===== src/rtl/dps_pkg.sv =====
package dps_pkg;
  typedef enum logic [2:0] {
    ST_IDLE = 3'd0,
    ST_SEND = 3'd1,
    ST_RECV = 3'd2,
    ST_BUSY = 3'd3,
    ST_ACKW = 3'd4
  } dps_state_e;
endpackage


===== src/rtl/dps_down_ctr.sv =====
module dps_down_ctr #(
  parameter int W = 16
) (
  input  logic         clk,
  input  logic         rst_n,
  input  logic         load_i,
  input  logic [W-1:0] load_val_i,
  input  logic         dec_i,
  output logic [W-1:0] count_o,
  output logic         last_o
);
  logic [W-1:0] cnt_q;

  always_ff @(posedge clk or negedge rst_n) begin
    if (!rst_n)                      cnt_q <= '0;
    else if (load_i)                 cnt_q <= load_val_i;
    else if (dec_i && cnt_q != '0)   cnt_q <= cnt_q - W'(1);
  end

  assign count_o = cnt_q;
  // at most one step left (zero is treated as one)
  assign last_o  = (cnt_q <= W'(1));
endmodule


===== src/rtl/dps_fsm.sv =====
module dps_fsm
  import dps_pkg::*;
(
  input  logic       clk,
  input  logic       rst_n,
  input  logic       tick_i,
  input  logic       start_i,
  input  logic       dir_send_i,
  input  logic       len_zero_i,
  input  logic       xfer_i,
  input  logic       byte_last_i,
  input  logic       dt_last_i,
  input  logic       at_last_i,
  input  logic       ack_i,
  input  logic       busy_i,
  output dps_state_e state_o,
  output logic       ld_byte_o,
  output logic       ld_dt_o,
  output logic       ld_at_o,
  output logic       dec_dt_o,
  output logic       dec_at_o,
  output logic       done_o,
  output logic       dto_o,
  output logic       ato_o
);
  dps_state_e st_q, st_d;
  logic fin_ev, dto_ev, ato_ev;

  always_comb begin
    st_d      = st_q;
    ld_byte_o = 1'b0;
    ld_dt_o   = 1'b0;
    ld_at_o   = 1'b0;
    dec_dt_o  = 1'b0;
    dec_at_o  = 1'b0;
    fin_ev    = 1'b0;
    dto_ev    = 1'b0;
    ato_ev    = 1'b0;
    unique case (st_q)
      ST_IDLE: if (start_i) begin
        ld_byte_o = 1'b1;
        if (len_zero_i)      fin_ev = 1'b1;
        else if (dir_send_i) st_d = ST_SEND;
        else begin
          st_d    = ST_RECV;
          ld_dt_o = 1'b1;
        end
      end
      ST_RECV: begin
        if (xfer_i && byte_last_i) begin
          st_d   = ST_IDLE;
          fin_ev = 1'b1;
        end else if (tick_i) begin
          if (dt_last_i) begin
            st_d   = ST_IDLE;
            dto_ev = 1'b1;
          end else dec_dt_o = 1'b1;
        end
      end
      ST_SEND: if (xfer_i && byte_last_i) begin
        st_d    = ST_ACKW;
        ld_at_o = 1'b1;
      end
      ST_ACKW: if (tick_i) begin
        if (ack_i) begin
          st_d    = ST_BUSY;
          ld_dt_o = 1'b1;
        end else if (at_last_i) begin
          st_d   = ST_IDLE;
          ato_ev = 1'b1;
        end else dec_at_o = 1'b1;
      end
      ST_BUSY: if (tick_i) begin
        if (!busy_i) begin
          st_d   = ST_IDLE;
          fin_ev = 1'b1;
        end else if (dt_last_i) begin
          st_d   = ST_IDLE;
          dto_ev = 1'b1;
        end else dec_dt_o = 1'b1;
      end
      default: st_d = ST_IDLE;
    endcase
  end

  always_ff @(posedge clk or negedge rst_n) begin
    if (!rst_n) begin
      st_q   <= ST_IDLE;
      done_o <= 1'b0;
      dto_o  <= 1'b0;
      ato_o  <= 1'b0;
    end else begin
      st_q   <= st_d;
      done_o <= fin_ev;
      dto_o  <= dto_ev;
      ato_o  <= ato_ev;
    end
  end

  assign state_o = st_q;
endmodule


===== src/rtl/card_dpath_seq.sv =====
module card_dpath_seq
  import dps_pkg::*;
#(
  parameter int LEN_W = 16,
  parameter int TMO_W = 16
) (
  input  logic             clk,
  input  logic             rst_n,
  input  logic             bus_tick_i,
  input  logic             start_i,
  input  logic             dir_send_i,
  input  logic [LEN_W-1:0] len_i,
  input  logic [TMO_W-1:0] dto_i,
  input  logic [TMO_W-1:0] ato_i,
  input  logic             byte_valid_i,
  output logic             byte_ready_o,
  input  logic             ack_i,
  input  logic             busy_i,
  output logic [2:0]       state_o,
  output logic [LEN_W-1:0] remain_o,
  output logic             done_o,
  output logic             dto_o,
  output logic             ato_o
);
  dps_state_e st;
  logic xfer, byte_last, dt_last, at_last;
  logic ld_byte, ld_dt, ld_at, dec_dt, dec_at;
  logic [TMO_W-1:0] dt_cnt, at_cnt;

  assign byte_ready_o = bus_tick_i && (st == ST_RECV || st == ST_SEND);
  assign xfer         = byte_valid_i && byte_ready_o;

  dps_fsm u_fsm (
    .clk        (clk),
    .rst_n      (rst_n),
    .tick_i     (bus_tick_i),
    .start_i    (start_i),
    .dir_send_i (dir_send_i),
    .len_zero_i (len_i == '0),
    .xfer_i     (xfer),
    .byte_last_i(byte_last),
    .dt_last_i  (dt_last),
    .at_last_i  (at_last),
    .ack_i      (ack_i),
    .busy_i     (busy_i),
    .state_o    (st),
    .ld_byte_o  (ld_byte),
    .ld_dt_o    (ld_dt),
    .ld_at_o    (ld_at),
    .dec_dt_o   (dec_dt),
    .dec_at_o   (dec_at),
    .done_o     (done_o),
    .dto_o      (dto_o),
    .ato_o      (ato_o)
  );

  dps_down_ctr #(.W(LEN_W)) u_byte_ctr (
    .clk(clk), .rst_n(rst_n), .load_i(ld_byte), .load_val_i(len_i),
    .dec_i(xfer), .count_o(remain_o), .last_o(byte_last)
  );

  dps_down_ctr #(.W(TMO_W)) u_data_tmr (
    .clk(clk), .rst_n(rst_n), .load_i(ld_dt), .load_val_i(dto_i),
    .dec_i(dec_dt), .count_o(dt_cnt), .last_o(dt_last)
  );

  dps_down_ctr #(.W(TMO_W)) u_ack_tmr (
    .clk(clk), .rst_n(rst_n), .load_i(ld_at), .load_val_i(ato_i),
    .dec_i(dec_at), .count_o(at_cnt), .last_o(at_last)
  );

  assign state_o = st;
endmodule


===== config.mk =====
export PLATFORM = sky130hd
export DESIGN_NAME = card_dpath_seq
export DESIGN_NICKNAME = d
export VERILOG_FILES = /design/src/rtl/dps_pkg.sv /design/src/rtl/dps_down_ctr.sv /design/src/rtl/dps_fsm.sv /design/src/rtl/card_dpath_seq.sv
export SDC_FILE = /design/constraint.sdc
export NUM_CORES = 1
export LEC_CHECK = 0
export CORE_UTILIZATION = 45
export DETAILED_ROUTE_END_ITERATION = 7
export DONT_BUFFER_PORTS = 1
export MAX_ROUTING_LAYER = met4
export PLACE_DENSITY = 0.62
export SLEW_MARGIN = 20
export SYNTH_ARGS = -nofsm -noshare
export SYNTH_HDL_FRONTEND = slang
export SYNTH_SLANG_ARGS = --single-unit

===== constraint.sdc =====
create_clock -name clk -period 2.9 [get_ports clk]
set_clock_uncertainty 0.2 [all_clocks]
set_input_delay 0.29 -clock clk [delete_from_list [all_inputs] [get_ports clk]]
set_output_delay 0.29 -clock clk [all_outputs]
set_load 0.1 [all_outputs]

==> summary.md, run 1 <==
| Metric | Value |
|---|---|
| Status | finished clean |
| Pwr/cell area | 919 mW/mm2 |
| P_leak | 1.74 nW |
| Post-Synthesis Cells | 384 |
| Clock network power share | about 11% |
| Internal power | 0.00180 W |
| Area share of the leading cell type in the synthesized netlist | 41.0% |
| DRC viols | 0 |
| Worst-path clk slew | around 110 ps |
| Top-count cell post-synth | dfrtp_1 |
| Residual overflow from global routing | 0 |
| First-pass GRT wire length | 14000 um |
| CP Cell Sequence | or4_4 > or4_1 > buf_4 > o21a_1 > nand4b_1 > xor2_1 > a21oi_1 |
| H-Tree Depth | 2 |
| Clock Path Buffers | 2 |
| Non-Filler Instances | roughly 560 |
| Synth Register Bits | 54 |
| Register area share after synthesis | just over 40% |
| Asr flop ratio synth | 100% |
| Syn_nets | between 400 and 500 |
| R2R depth | 7 |
| Worst R2R Start | u_ack_tmr.count_o[12]$_DFFE_PN0P_ |
| Startpoint Class | register |
| Maximum vdd ir drop | just over 0.4 mV |
| Critical path class | register to register |
| Reg area | about 0.0014 mm2 |
| Max-cap violations | 0 |
| Crit end category | register |
| Clk_lat worst skew | between 300 and 400 ps |
| Sink Count | 54 |
| Worst min path class | primary input to register |
| Hold path startpoint | bus_tick_i |
| Vias in the first global route | a little over 3000 |
| Critical path peak fanout | 6 |
| Psw | 0.00211 W |
| Post-synth EDFFs | 0 |
| Cell Rows | 30 |
| FMAX | approximately 0.36 GHz |
| CP max stage delay | 570 ps |
| Quantity of gates resized following cts | 0 |
| Largest net degree at the start of global routing | 55 |
| Post-Route WL | 8380 um |
| DR iter-0 viols | between 100 and 150 |
| Root Buffer | clkbuf_8 |
| Critical-path top delay cell | or4_1 |
| Hold depth | 2 |
| Die width | just under 90 um |
| Total power | about 0.004 W |
| WL/cell | approximately 15 um |
| Final setup fails | 0 |
| Fill cells | slightly above 600 |
| Area leader, netlist | dfrtp_1 |
| Hpwl dp | ~5900 um |
| M1 GR Usage | 29.1% |
| Sequential share of power | a little under a third |
| IO buf count | 0 |
| IO Pins | 79 |
| Synth Area per Inst | about 8.6 um2 |
| Fin. max-slew vios | 0 |
| Synth top area cells | dfrtp_1 41%, xnor2_1 6.6%, nor2_1 5.0% |
| Minimum clock period | about 2800 ps |
| Die Y | 87.6 um |
| Vias per cell | approximately 5.5 |
| All-Layer GR Usage | 24.0% |
| TNS Setup | 0 ps |
| Main synth FF type | dfrtp_1 |
| Yosys warnings | 0 |
| Initial antenna violation count | 0 |
| GRT met2 Usage | around two fifths |
| RSZ-0062 raised after global routing | false |
| Critical Path Start | u_ack_tmr.count_o[12]$_DFFE_PN0P_ |
| Period utilization | roughly 95% |
| Synthesized area | around 0.0033 mm2 |
| Diodes inserted | 0 |
| Core Region | 0.00694 mm2 |
| Via Count | 3072 |
| CTS tree | built |
| Dpl cells | just under 500 |
| Busiest metal layer after global routing | met2 |
| Most frequent cells after synthesis | 54 x dfrtp_1, 44 x nor2_1, 39 x nand2_1 |
| Combinational power share | between 50% and 60% |
| Critical path data required time | around 2900 ps |
| Netlist cell types | 50 |
| Met3 usage | under 10% |
| 1st-pass router iterations | 4 |
| Layout Utilization | 61.2% |
| Layout area overhead | 28.9% |
| Die area | 0.00767 mm2 |
| Worst-Margin Slew | around 900 ps |
| Sw frac | 54.0% |
| WP data arrival | 2740 ps |
| Routability cong. | 0.885 |
| Max_slew headroom | between 30% and 40% |
| Num CTS Buffers | 5 |
| Starting Density | around 47% |
| Final net count | 523 |
| Final Hold Viols | 0 |
| Final ANT Viol Nets | 0 |
| Layout cells sized above 1 | between 10% and 20% |
| Hold slack | roughly 37 ps |
| Area of the multi-input gates | roughly 0.0019 mm2 |
critical path: cells and delay by family (launching register included):
family	cells	cell delay, ps
AND/OR/NAND/NOR	3	1280
flip-flops	1	410
AO/OA/AOI/OAI	2	370
XOR/XNOR	1	190
buffers and inverters	1	170
path summary, 6_finish.rpt:
kind | to | slack, ps
min in group asynchronous | u_ack_tmr.count_o[1]$_DFFE_PN0P_ | 310
min reg2reg | u_data_tmr.count_o[11]$_DFFE_PN0P_ | 380
min | u_fsm.done_o$_DFF_PN0_ | 40
max | u_ack_tmr.count_o[5]$_DFFE_PN0P_ | 140
max reg2reg | u_ack_tmr.count_o[5]$_DFFE_PN0P_ | 140
max in group asynchronous | u_byte_ctr.count_o[7]$_DFFE_PN0P_ | 1950
what timing repair did:
item,4_1_cts,5_1_grt
buffers inserted,0,2
hold endpoints to repair,103,0
hold buffers,51,0
setup endpoints to repair,0,1
power by group through the flow:
| stage | logic, W | registers [W] | clock network [W] |
|---|---|---|---|
| after global routing | 0.00245 | 0.00123 | 0.000473 |
| after floorplan | 0.000878 | 0.00204 | 0 |
| after detailed placement | 0.00220 | 0.00120 | 0 |
| after CTS | 0.00228 | 0.00119 | 0.000458 |
| final | 0.00228 | 0.00119 | 0.000432 |
| after global placement | 0.00218 | 0.00120 | 0 |
flip-flops by register name, indices dropped and copies added, names as in the netlist:
register,cells
u_ack_tmr.count_o,16
u_byte_ctr.count_o,16
u_data_tmr.count_o,16
u_fsm.state_o,3
u_fsm.ato_o,1
u_fsm.done_o,1
u_fsm.dto_o,1
final cells by class:
class,count,area share (%)
clock buffer,5,1.62
sequential,54,31.9
timing repair buffer,85,18.4
tap,96,2.83
inverter,8,0.707
multi-input combinational,305,43.9
clock inverter,3,0.559
per-stage QoR:
stage	area [um2]	setup WS (ps)
6_report	4250	141
5_1_grt	4250	50.5
4_1_cts	4240	168
3_5_place_dp	3610	179
3_3_place_gp	3610	192
2_1_floorplan	3310	3.86
cell families (layout without fill, tap and decap cells):
logic type	Yosys count	after routing	synth area share [%]
compound gates	81	81	15.7
xor+xnor	33	33	8.77
fa+ha+maj	8	8	3.04
buf+inv	25	101	3.00
flops	54	54	41.0
mux	3	3	0.987
simple gates	180	180	27.5
placed cells by master, fill, tap and decap left out, types with 4 or more instances in the layout:
cell type / n
inv_1: 8
nand2b_1: 6
nand3_1: 15
dfrtp_1: 49
clkbuf_8: 5
dlygate4sd3_1: 50
nand2_1: 39
nor2_1: 44
or4_1: 6
nand4_1: 4
a21oi_1: 23
xnor2_1: 25
o21ai_0: 25
dfrtp_2: 5
or3_1: 4
nand3b_1: 5
buf_4: 34
ha_1: 8
nor2b_1: 4
nor4_1: 18
nor3_1: 22
xor2_1: 8
metal layers:
metal	up-vias	share of wire (%)
li1	1531	-
met4	0	1.6
met5	-	0
met3	12	5.2
met2	80	50
met1	1449	43
(Power assumes the default switching activity.)
==> run 2: changes to the inputs <==
Settings changed: CELL_PAD_IN_SITES_DETAIL_PLACEMENT set to 0, CELL_PAD_IN_SITES_GLOBAL_PLACEMENT set to 1, CORE_UTILIZATION 45 to 42, PLACE_DENSITY 0.62 to 0.75.
==> run 2 against run 1 <==
Hold slack got worse by 24 ps. Power rose by 2.4%. Combinational power barely moved. Register-to-register slack improved by 60 ps. Clock power rose by 19%. Critical path depth fell by 1.
==> summary.md, run 2 (synthesis gave the netlist of run 1 again) <==
| Metric | Value |
|---|---|
| Root Buffer | clkbuf_8 |
| Minimum clock period | 2700 ps (-63.6 ps) |
| RSZ-0062 raised after global routing | false |
| Placed cell area | 0.00363 mm2 (+0.52%) |
| Maximum vdd ir drop | 0.691 mV (+69%) |
| Post-Route WL | 8360 um (-0.25%) |
| Reg area | 0.00136 mm2 (unchanged) |
| Num CTS Buffers | 5 (unchanged) |
| Sink Count | 54 (unchanged) |
| Final ANT Viol Nets | 0 (unchanged) |
| All-Layer GR Usage | 22.7% (-1.3 points) |
| Hpwl dp | 6100 um (+2.9%) |
| Via Count | 3038 (-1.1%) |
| Worst-path clk slew | 100 ps (about the same) |
| WP data arrival | 2700 ps (-40 ps) |
| Setup slack, reg-to-reg | 200 ps (+60 ps) |
| Cell Rows | 31 (+3.3%) |
| Final setup fails | 0 (unchanged) |
| Hold depth | 2 (unchanged) |
| Most used cell along the critical path | a21o_1 |
| CTS tree | built |
| Clock Path Buffers | 2 (unchanged) |
| Non-Filler Instances | 558 (+0.36%) |
| WHS Endpoint | u_fsm.done_o$_DFF_PN0_ |
| Final Cell Area | 0.00426 mm2 (+0.29%) |
| Residual overflow from global routing | 0 (unchanged) |
| Critical path data required time | 2900 ps (+20 ps) |
| CP max stage delay | 570 ps (about the same) |
| Core Region | 0.00741 mm2 (+6.7%) |
| Die area | 0.00821 mm2 (+7.0%) |
| Commonest cells after routing, fill and taps aside | 49 x dlygate4sd3_1, 49 x dfrtp_1, 44 x nor2_1, 39 x nand2_1, 34 x buf_4 |
| Vias in the first global route | 3150 (+1.8%) |
| Startpoint Class | register |
| Fin. max-slew vios | 0 (unchanged) |
| FMAX | 0.371 GHz (+2.4%) |
| Status | finished clean |
| 1st-pass router iterations | 4 (unchanged) |
| Layout cells sized above 1 | 12.9% (-0.19 points) |
| First-pass GRT wire length | 14700 um (+5.0%) |
| Worst R2R Start | u_ack_tmr.count_o[12]$_DFFE_PN0P_ |
| Worst-Margin Slew | 886 ps (-15.3 ps) |
| Hold path startpoint | bus_tick_i |
| Post-CTS Setup Bufs | 0 (unchanged) |
| R2R Path End | u_fsm.state_o[1]$_DFFE_PN0P_ |
| Layout Utilization | 57.5% (-3.7 points) |
| Layout area overhead | 29.3% |
| Vias per cell | 5.44 (-1.5%) |
| Starting Density | 44.5% (-3.0 points) |
| DR iter-0 viols | 63 (-46%) |
| Fill cells | 698 (+13%) |
| Setup ws final | 204 ps (+63.6 ps) |
| Area of the multi-input gates | 0.00187 mm2 (+0.27%) |
| IO buf count | 0 (unchanged) |
| Dpl cells | 500 (+1.0%) |
| Die width | 90.6 um (+3.4%) |
| Critical path class | register to register |
| Pwr/cell area | 939 mW/mm2 (+2.1%) |
| Worst min path class | primary input to register |
| TNS Setup | 0 ps (unchanged) |
| Place WS | 198 ps (+19.0 ps) |
| Critical path peak fanout | 4 (-2) |
| Clk_lat worst skew | 310 ps (about the same) |
| Die Y | 90.6 um (+3.4%) |
| Final Hold Viols | 0 (unchanged) |
| DRC viols | 0 (unchanged) |
| R2R depth | 6 (-1) |
| Max_slew headroom | 41.0% (+1.0 points) |
| Critical-path top delay cell | or4_1 |
| Max-cap violations | 0 (unchanged) |
| CP Cell Sequence | or4_4 > or4_1 > o211a_1 > a211o_1 > a21o_1 > a21o_1 |
| Largest net degree at the start of global routing | 55 (unchanged) |
| WL/cell | 15.0 um (-0.61%) |
| Period utilization | 93.0% (-2.2 points) |
| IO Pins | 79 (unchanged) |
| Final net count | 522 (-0.19%) |
| Routability cong. | 0.799 (-9.7%) |
| H-Tree Depth | 2 (unchanged) |
| Initial antenna violation count | 0 (unchanged) |
| P_leak | 1.74 nW (+0.39%) |
| Diodes inserted | 0 (unchanged) |
| Crit end category | register |
-- run 2: changes by cell type in the layout (fill, tap and decap cells not counted) --
cell | before | now
clkbuf_1 | 0 | 2
clkinvlp_4 | 2 | 0
bufinv_16 | 0 | 1
dlygate4sd3_1 | 50 | 49
inv_6 | 1 | 0
nor3_1 | 22 | 21
nor3_2 | 0 | 1
-- run 2: layer usage --
layer / wire [um] / GRT usage [%] / up-vias
met1: 3930 / 29.0 / 1436
met4: 170 / 5.91 / 0
met5: 0 / - / -
li1: - / - / 1527
met2: 3950 / 37.4 / 64
met3: 311 / 3.62 / 11
-- run 2: worst max-delay path by stage --
stage               slack, ps                              start                                 to
CTS                       190  u_ack_tmr.count_o[12]$_DFFE_PN0P_       u_fsm.state_o[1]$_DFFE_PN0P_
detailed placement        200  u_ack_tmr.count_o[12]$_DFFE_PN0P_       u_fsm.state_o[1]$_DFFE_PN0P_
global placement          240  u_ack_tmr.count_o[12]$_DFFE_PN0P_       u_fsm.state_o[1]$_DFFE_PN0P_
global route               60  u_byte_ctr.count_o[2]$_DFFE_PN0P_  u_byte_ctr.count_o[5]$_DFFE_PN0P_
finish                    200  u_ack_tmr.count_o[12]$_DFFE_PN0P_       u_fsm.state_o[1]$_DFFE_PN0P_
floorplan                   4  u_byte_ctr.count_o[3]$_DFFE_PN0P_  u_byte_ctr.count_o[7]$_DFFE_PN0P_
-- run 2: final cells by class --
type | instances | share of cell area, %
timing repair buffer | 84 | 18.1
multi-input combinational | 305 | 43.9
clock inverter | 1 | 0.704
clock buffer | 7 | 1.79
tap | 99 | 2.91
sequential | 54 | 31.8
inverter | 8 | 0.704
-- run 2: worst max-delay path, delay by kind of cell (launching register included) --
| kind | cells | cell delay, ps |
|---|---|---|
| AO/OA/AOI/OAI | 4 | 860 |
| AND/OR/NAND/NOR | 2 | 1130 |
| flip-flops | 1 | 400 |
-- run 2: report_power, final --
part / leakage (nW) / internal (W) / switching, W
registers: 0.680 / 0.000986 / 0.000208
logic: 1.01 / 0.000646 / 0.00165
clock network: 0.0524 / 0.000259 / 0.000254
total: 1.74 / 0.00189 / 0.00211
-- run 2: timing repair --
| item | CTS | global route |
|---|---|---|
| hold endpoints to repair | 102 | 0 |
| hold buffers | 50 | 0 |
| resized for setup | 0 | 1 |
| endpoints found under the setup margin | 0 | 9 |
-- run 2: through the flow --
step	total power (W)	hold slack, ps
floorplan	0.00292	-206
global placement	0.00339	-204
detailed placement	0.00342	-204
CTS	0.00402	5.58
global route	0.00426	10.3
finish	0.00400	12.9
==> run 3: changes to the inputs <==
Settings changed: PLACE_DENSITY 0.75 to 0.86.
==> run 3 against run 2 <==
Combinational power about the same. First-iteration DRC count up 140%. Clock power up 21%.
==> summary.md, run 3 (synthesis gave the netlist of run 1 again) <==
| Metric | Value |
|---|---|
| Startpoint Class | register |
| Post-Route WL | 8450 um (+1.1%) |
| Cell Rows | 31 (unchanged) |
| Worst min path class | primary input to register |
| Residual overflow from global routing | 0 (unchanged) |
| TNS Setup | 0 ps (unchanged) |
| Diodes inserted | 0 (unchanged) |
| Core Region | 0.00741 mm2 (unchanged) |
| Setup slack, reg-to-reg | 210 ps (about the same) |
| Max_slew headroom | 39.9% (-1.1 points) |
| Worst R2R Start | u_ack_tmr.count_o[12]$_DFFE_PN0P_ |
| Buf/Inv on CP | 0 (unchanged) |
| Vias per cell | 5.52 (+1.4%) |
| Critical path data required time | 2900 ps (about the same) |
| IO Pins | 79 (unchanged) |
| Die Y | 90.6 um (unchanged) |
| Via Count | 3069 (+1.0%) |
| RSZ-0062 raised after global routing | false |
| Largest net degree at the start of global routing | 55 (unchanged) |
| Critical path peak fanout | 4 (unchanged) |
| First-pass GRT wire length | 14500 um (-1.5%) |
| FMAX | 0.372 GHz (+0.39%) |
| Most used cell along the critical path | a21o_1 |
| 1st-pass router iterations | 4 (unchanged) |
| Final ANT Viol Nets | 0 (unchanged) |
| CP Cell Sequence | or4_4 > or4_1 > o211a_1 > a211o_1 > a21o_1 > a21o_1 |
| R2R Path End | u_fsm.state_o[1]$_DFFE_PN0P_ |
| Root Buffer | clkbuf_8 |
| Place WS | 231 ps (+33.6 ps) |
| Setup ws final | 215 ps (+10.6 ps) |
| Clock Path Buffers | 2 (unchanged) |
| Layout area overhead | 30.0% |
| P_leak | 1.75 nW (+0.55%) |
| Vias in the first global route | 3063 (-2.8%) |
| WL/cell | 15.2 um (+1.5%) |
| CTS tree | built |
| R2R depth | 6 (unchanged) |
| Commonest cells after routing, fill and taps aside | 49 x dlygate4sd3_1, 49 x dfrtp_1, 44 x nor2_1, 39 x nand2_1, 32 x buf_4 |
| Die area | 0.00821 mm2 (unchanged) |
| Minimum clock period | 2690 ps (-10.6 ps) |
| WHS Endpoint | u_fsm.state_o[0]$_DFFE_PN0P_ |
| H-Tree Depth | 2 (unchanged) |
| Placed cell area | 0.00362 mm2 (-0.41%) |
| All-Layer GR Usage | 22.5% (-0.15 points) |
| Max-cap violations | 0 (unchanged) |
| Fin. max-slew vios | 0 (unchanged) |
| Critical-path top delay cell | or4_1 |
| Hold path startpoint | busy_i |
| Critical path class | register to register |
| CP max stage delay | 560 ps (about the same) |
| Sink Count | 54 (unchanged) |
| Clk_lat worst skew | 310 ps (about the same) |
| Hpwl dp | 5890 um (-3.5%) |
| Layout cells sized above 1 | 12.9% (+0.056 points) |
| Worst-Margin Slew | 902 ps (+16.4 ps) |
| Status | finished clean |
| Final setup fails | 0 (unchanged) |
| Post-CTS Setup Bufs | 0 (unchanged) |
| Final Cell Area | 0.00429 mm2 (+0.53%) |
| Final net count | 520 (-0.38%) |
| Num CTS Buffers | 5 (unchanged) |
| Final Hold Viols | 0 (unchanged) |
| Routability cong. | 0.810 (+1.4%) |
| DR iter-0 viols | 150 (+140%) |
| Worst-path clk slew | 100 ps (about the same) |
| WP data arrival | 2690 ps (about the same) |
| Pwr/cell area | 960 mW/mm2 (+2.3%) |
| Hold slack | 17.5 ps (+4.61 ps) |
| Period utilization | 92.6% (-0.36 points) |
| Die width | 90.6 um (unchanged) |
| DRC viols | 0 (unchanged) |
| Starting Density | 44.5% (unchanged) |
| IO buf count | 0 (unchanged) |
| Crit end category | register |
| Maximum vdd ir drop | 0.656 mV (-5.0%) |
| Initial antenna violation count | 0 (unchanged) |
| Hold depth | 2 (unchanged) |
| Crit path max-delay family | simple AND/OR/NAND/NOR gates |
## run 3: report_power, final
part / switching, W / total (W) / internal [W]
Clock: 0.000252 / 0.000621 / 0.000368
Sequential: 0.000212 / 0.00120 / 0.000986
Combinational: 0.00165 / 0.00229 / 0.000643
Total: 0.00212 / 0.00411 / 0.00200
## run 3: worst max-delay path by stage
stage	startpoint	end	cells past startpoint
after floorplan	u_byte_ctr.count_o[3]$_DFFE_PN0P_	u_byte_ctr.count_o[7]$_DFFE_PN0P_	6
after detailed placement	u_ack_tmr.count_o[12]$_DFFE_PN0P_	u_fsm.state_o[1]$_DFFE_PN0P_	6
after global placement	u_ack_tmr.count_o[12]$_DFFE_PN0P_	u_fsm.state_o[1]$_DFFE_PN0P_	6
final	u_ack_tmr.count_o[12]$_DFFE_PN0P_	u_fsm.state_o[1]$_DFFE_PN0P_	6
after CTS	u_ack_tmr.count_o[12]$_DFFE_PN0P_	u_fsm.state_o[1]$_DFFE_PN0P_	6
after global routing	u_byte_ctr.count_o[1]$_DFFE_PN0P_	u_ack_tmr.count_o[2]$_DFFE_PN0P_	9
## run 3: repair_timing
item,in CTS,in global routing
hold endpoints to repair,102,0
gates resized for setup,0,1
hold buffers,50,0
endpoints found under the setup margin,0,1
## run 3: per-stage QoR
step | std cells | total power (W) | util, %
after floorplan | 384 | 0.00292 | -
after global placement | 498 | 0.00338 | 48.8
after detailed placement | 498 | 0.00341 | 48.8
after CTS | 556 | 0.00412 | 57.8
after global routing | 556 | 0.00436 | 57.8
final | 556 | 0.00411 | 57.8
## run 3: final cells by class
cell class                      count  area (um2)
Sequential cell                    54        1360
Clock inverter                      2        60.1
Timing Repair Buffer               82         758
Clock buffer                        6        82.6
Tap cell                           99         124
Inverter                            8        30.0
Fill cell                         668        3120
Multi-Input combinational cell    305        1870
## run 3: metal layers
metal / track usage, % / wire, um / vias to the layer above
li1: - / - / 1525
met1: 28.2 / 3840 / 1458
met2: 36.5 / 4050 / 74
met3: 4.21 / 396 / 12
met4: 7.80 / 168 / 0
met5: - / 0 / -
